<file path="src/rtl/digit_scan_pkg.sv">
package digit_scan_pkg;

   localparam int unsigned GLYPH_W = 7;

   typedef logic [GLYPH_W-1:0] glyph_t;

   // Bit 6 = a ... bit 0 = g, active high
   function automatic glyph_t digit_glyph(input logic [3:0] d);
      glyph_t g;
      case (d)
         4'd0:    g = 7'b1111110;
         4'd1:    g = 7'b0110000;
         4'd2:    g = 7'b1101101;
         4'd3:    g = 7'b1111001;
         4'd4:    g = 7'b0110011;
         4'd5:    g = 7'b1011011;
         4'd6:    g = 7'b1011111;
         4'd7:    g = 7'b1110000;
         4'd8:    g = 7'b1111111;
         4'd9:    g = 7'b1111011;
         default: g = '0;
      endcase
      return g;
   endfunction

endpackage

</file>
<file path="src/rtl/scan_ring.sv">
module scan_ring #(
   parameter int unsigned NUM_POS = 6,
   localparam int unsigned IDX_W  = (NUM_POS > 1) ? $clog2(NUM_POS) : 1
) (
   input  logic               clk,
   input  logic               rst_n,
   input  logic               tick,
   output logic [IDX_W-1:0]   idx,
   output logic [NUM_POS-1:0] en
);

   localparam logic [IDX_W-1:0] LAST_IDX = IDX_W'(NUM_POS - 1);

   generate
      if (NUM_POS < 2) begin : g_bad
         $error("scan_ring: NUM_POS must be at least 2");
      end
   endgenerate

   logic [IDX_W-1:0] idx_q;
   logic [IDX_W-1:0] idx_d;

   always_comb begin
      idx_d = idx_q;
      if (tick) begin
         if (idx_q == LAST_IDX) idx_d = '0;
         else                   idx_d = idx_q + IDX_W'(1);
      end
   end

   always_ff @(posedge clk or negedge rst_n) begin
      if (!rst_n) idx_q <= '0;
      else        idx_q <= idx_d;
   end

   assign idx = idx_q;

   genvar p;
   generate
      for (p = 0; p < NUM_POS; p++) begin : g_en
         assign en[p] = (idx_q == IDX_W'(p));
      end
   endgenerate

endmodule

</file>
<file path="src/rtl/pos_source_mux.sv">
module pos_source_mux #(
   parameter int unsigned NUM_POS = 6,
   parameter int unsigned CNT_POS = 3,
   parameter int unsigned VAL_W   = 4,
   parameter int unsigned MODE_W  = 3,
   localparam int unsigned IDX_W  = (NUM_POS > 1) ? $clog2(NUM_POS) : 1
) (
   input  logic [IDX_W-1:0]  idx,
   input  logic [VAL_W-1:0]  count,
   input  logic [MODE_W-1:0] mode,
   output logic [VAL_W-1:0]  val
);

   generate
      if (CNT_POS == 0 || CNT_POS >= NUM_POS) begin : g_bad_split
         $error("pos_source_mux: CNT_POS must be between 1 and NUM_POS-1");
      end
      if (MODE_W >= VAL_W) begin : g_bad_mode
         $error("pos_source_mux: MODE_W must be narrower than VAL_W");
      end
   endgenerate

   logic [VAL_W-1:0] pos_val [NUM_POS];
   logic [VAL_W-1:0] mode_ext;

   assign mode_ext = VAL_W'(mode);

   genvar p;
   generate
      for (p = 0; p < NUM_POS; p++) begin : g_src
         if (p < CNT_POS) begin : g_cnt
            assign pos_val[p] = count;
         end else begin : g_mode
            assign pos_val[p] = mode_ext;
         end
      end
   endgenerate

   always_comb begin
      val = '0;
      for (int i = 0; i < NUM_POS; i++) begin
         if (idx == IDX_W'(i)) val = pos_val[i];
      end
   end

endmodule

</file>
<file path="src/rtl/glyph_decoder.sv">
module glyph_decoder
   import digit_scan_pkg::*;
#(
   parameter int unsigned VAL_W = 4
) (
   input  logic [VAL_W-1:0] val,
   output glyph_t           seg
);

   localparam logic [VAL_W-1:0] MAX_DIGIT = VAL_W'(9);

   generate
      if (VAL_W < 4) begin : g_bad
         $error("glyph_decoder: VAL_W must be at least 4");
      end
   endgenerate

   always_comb begin
      if (val > MAX_DIGIT) seg = '0;
      else                 seg = digit_glyph(val[3:0]);
   end

endmodule

</file>
<file path="src/rtl/digit_scan_driver.sv">
module digit_scan_driver
   import digit_scan_pkg::*;
#(
   parameter int unsigned NUM_POS = 6,
   parameter int unsigned CNT_POS = 3,
   parameter int unsigned VAL_W   = 4,
   parameter int unsigned MODE_W  = 3
) (
   input  logic               clk,
   input  logic               rst_n,
   input  logic               scan_tick,
   input  logic [VAL_W-1:0]   count_val,
   input  logic [MODE_W-1:0]  mode_code,
   output logic [NUM_POS-1:0] digit_en,
   output logic [GLYPH_W-1:0] seg_out
);

   localparam int unsigned IDX_W = (NUM_POS > 1) ? $clog2(NUM_POS) : 1;

   logic [IDX_W-1:0] scan_idx;
   logic [VAL_W-1:0] shown_val;
   glyph_t           glyph;

   scan_ring #(.NUM_POS(NUM_POS)) u_ring (
      .clk   (clk),
      .rst_n (rst_n),
      .tick  (scan_tick),
      .idx   (scan_idx),
      .en    (digit_en)
   );

   pos_source_mux #(
      .NUM_POS (NUM_POS),
      .CNT_POS (CNT_POS),
      .VAL_W   (VAL_W),
      .MODE_W  (MODE_W)
   ) u_mux (
      .idx   (scan_idx),
      .count (count_val),
      .mode  (mode_code),
      .val   (shown_val)
   );

   glyph_decoder #(.VAL_W(VAL_W)) u_dec (
      .val (shown_val),
      .seg (glyph)
   );

   assign seg_out = glyph;

endmodule

</file>
<file path="config.mk">
export PLATFORM = sky130hd
export DESIGN_NAME = digit_scan_driver
export DESIGN_NICKNAME = d
export VERILOG_FILES = /design/src/rtl/digit_scan_pkg.sv /design/src/rtl/scan_ring.sv /design/src/rtl/pos_source_mux.sv /design/src/rtl/glyph_decoder.sv /design/src/rtl/digit_scan_driver.sv
export SDC_FILE = /design/constraint.sdc
export NUM_CORES = 1
export LEC_CHECK = 0
export BUFFER_PORTS_ARGS = -buffer_cell sky130_fd_sc_hd__buf_2
export CORE_AREA = 2 2 39 41
export CTS_CLUSTER_DIAMETER = 150
export DETAILED_ROUTE_END_ITERATION = 10
export DIE_AREA = 0 0 41 43
export PLACE_DENSITY = 0.69
export REMOVE_ABC_BUFFERS = 1
export SETUP_SLACK_MARGIN = 0.3
export SLEW_MARGIN = 25
export SYNTH_ARGS = -nofsm -noshare
export SYNTH_HDL_FRONTEND = slang
export SYNTH_SLANG_ARGS = --single-unit
</file>
<file path="constraint.sdc">
create_clock -name clk -period 6.7 [get_ports clk]
set_input_delay 0.67 -clock clk [delete_from_list [all_inputs] [get_ports clk]]
set_output_delay 0.67 -clock clk [all_outputs]
set_load 0.1 [all_outputs]
</file>
==> impl_metrics.yaml <==
run_status:
  run_status: "finished, final reports clean"
global_routing:
  grt_usage: 0.138
  grtUsageMet2: 0.219
  grt_start_max_net_pins: 12
  overflow: 0
  grt_pass1_wl_um: 1760
  use_met3: 0.0366
  grt_use_met1: 0.175
  antenna_found_initial: 0
  gr-max-usage-layer: "met2"
  grt_pass1_vias: 428
detailed_routing:
  wl_per_cell_um: 10.6
  remaining_drc_errors: 0
  routed_wl_um: 1110
  ant_nets: 0
  dr.pass1.iters: 2
  drtIter0Drc: 1
  vias: 517
  vias_per_cell: 4.97
yosys:
  synth-seq-area-share: 0.142
  ys_warn_count: 0
  syn_inst: 67
  ys_ff_latch: 3
  synth_area_um2: 528
  avgSynthCellArea_um2: 7.88
  synth_cell_types: 30
clock_network:
  cts_max_path_buffers: 2
  htreeDepth: 1
  clk_pin_slew_ns: 0.04
  cts_tree: "yes"
  cts_resized: 0
  numCtsBuffers: 3
  cts_sinks: 3
  clk_latency_ns: 0.23
  cts-root-buf: "clkbuf_4"
  cts_hold_buf: 0
  post-cts-setup-buffers: 0
sta:
  hold_viol: 0
  fmax_mhz: 265
  period_share: 0.563
  slew_headroom: 0.641
  skew_ns: 0.00276
  rsz0062_at_grt: "false"
  setup_viol_count_final: 0
  finalSetupTns_ns: 0
  worst_pin_slew_ns: 0.537
  slew_violations: 0
  period_minus_slack_ns: 3.77
critical_path:
  setup.worst_path.start_class: "flip-flop"
  reg2reg_from: "u_ring.idx[0]"
  critical_path_class: "flip-flop to output pin"
  cp.required_ns: 6.03
  crit_start: "u_ring.idx[0]"
  worst_r2r_path_depth: 4
  critPathArrivalTime_ns: 3.10
  worst_setup_path_end_kind: "output pin"
  cp_max_fo: 11
placement:
  port-buffer-count: 22
  dp.final_hpwl_um: 881
  gp_congestion: 0.660
final_layout:
  drive_gt1_frac: 0.341
  n_antenna_cell: 0
  layout_commonest_cell: "buf_2"
  nets: 106
  largest_reg_flops: 3
  layout_common_cells: "22 x buf_2, 8 x a21oi_1, 7 x ha_1, 5 x nor2_1"
  syn_to_final_growth_pct: 21.6
floorplanning:
  num_rows: 14
  die_h_um: 43
  start_util: 0.382
  die_area_um2: 1760
  io_pins: 23
  die_x_um: 41
  core_area_um2: 1380
job:
  drv_cap: 0
worst_hold_path:
  min-delay-path-class: "input port to asynchronous set/reset pin"
cell type report:
cell class | instances | area [um^2]
Clock buffer | 4 | 26.3
Sequential cell | 3 | 75.1
Inverter | 4 | 15.0
Tap cell | 16 | 20.0
Fill cell | 143 | 742
Timing Repair Buffer | 22 | 110
Multi-Input combinational cell | 55 | 395
through the flow:
| stage | instance area (um^2) | hold WS, ns | utilization | setup slack (ns) | instances |
|---|---|---|---|---|---|
| 2_1_floorplan | 485 | 0.374 | - | 1.92 | 62 |
| 3_3_place_gp | 616 | 0.465 | 0.445 | 3.24 | 100 |
| 3_5_place_dp | 616 | 0.469 | 0.445 | 3.15 | 100 |
| 4_1_cts | 642 | 0.220 | 0.464 | 2.90 | 104 |
| 5_1_grt | 642 | 0.219 | 0.464 | 2.70 | 104 |
| 6_report | 642 | 0.225 | 0.464 | 2.93 | 104 |
cell usage after synthesis:
cell type,number,share of area
buf_4,2,0.028
a211oi_2,1,0.024
nor4b_1,1,0.017
nor3_1,2,0.019
and2_4,1,0.017
and2_1,3,0.036
ha_1,7,0.17
a21o_1,1,0.014
o21ai_2,1,0.017
a21oi_1,8,0.076
dfrtp_1,3,0.14
nor3b_1,3,0.043
o21ba_1,1,0.019
o21a_1,3,0.043
nor2b_2,1,0.017
o22ai_1,1,0.012
o211ai_1,1,0.014
buf_2,1,0.0095
a2111oi_0,1,0.017
a31oi_1,1,0.012
nand2b_1,1,0.012
nand2_1,3,0.021
nor2_1,5,0.036
nand3_1,2,0.019
inv_1,4,0.028
xor2_1,1,0.017
mux2_4,1,0.028
buf_6,2,0.043
o21ai_1,4,0.038
mux2i_1,1,0.019
path summary, 6_finish.rpt:
| kind | end | slack (ns) |
|---|---|---|
| max reg2reg | u_ring.idx[2] | 5.40 |
| max in group asynchronous | u_ring.idx[2] | 6.37 |
| min in group clk | u_ring.idx[0] | 0.67 |
| max | seg_out[3] | 2.93 |
| min reg2reg | u_ring.idx[0] | 0.67 |
| min | u_ring.idx[0] | 0.23 |
kinds of logic (layout without fill, tap and decap cells):
family / Yosys count / after routing / share of synthesized area
fa+ha+maj: 7 / 7 / 0.166
compound gates: 23 / 23 / 0.284
flops: 3 / 3 / 0.142
xor+xnor: 1 / 1 / 0.0166
buf+inv: 9 / 30 / 0.109
simple gates: 22 / 22 / 0.235
mux: 2 / 2 / 0.0474
per-layer routing:
metal | share of wire | wire length (um)
met5 | 0 | 0
met4 | 0 | 0
met1 | 0.45 | 493
met2 | 0.45 | 502
met3 | 0.099 | 110
critical path: stages, from the launching register on:
cell and delay (ns):
dfrtp_1 0.48, and2_1 0.23, ha_1 0.27, o21a_1 0.21, nor2_1 0.42, inv_1 0.14, ha_1 0.32, mux2_4 0.28
o21ai_2 0.10, buf_2 0.43
Power is not shown: default switching activity piles up to over one toggle a cycle in this logic, so the estimate is an artifact.
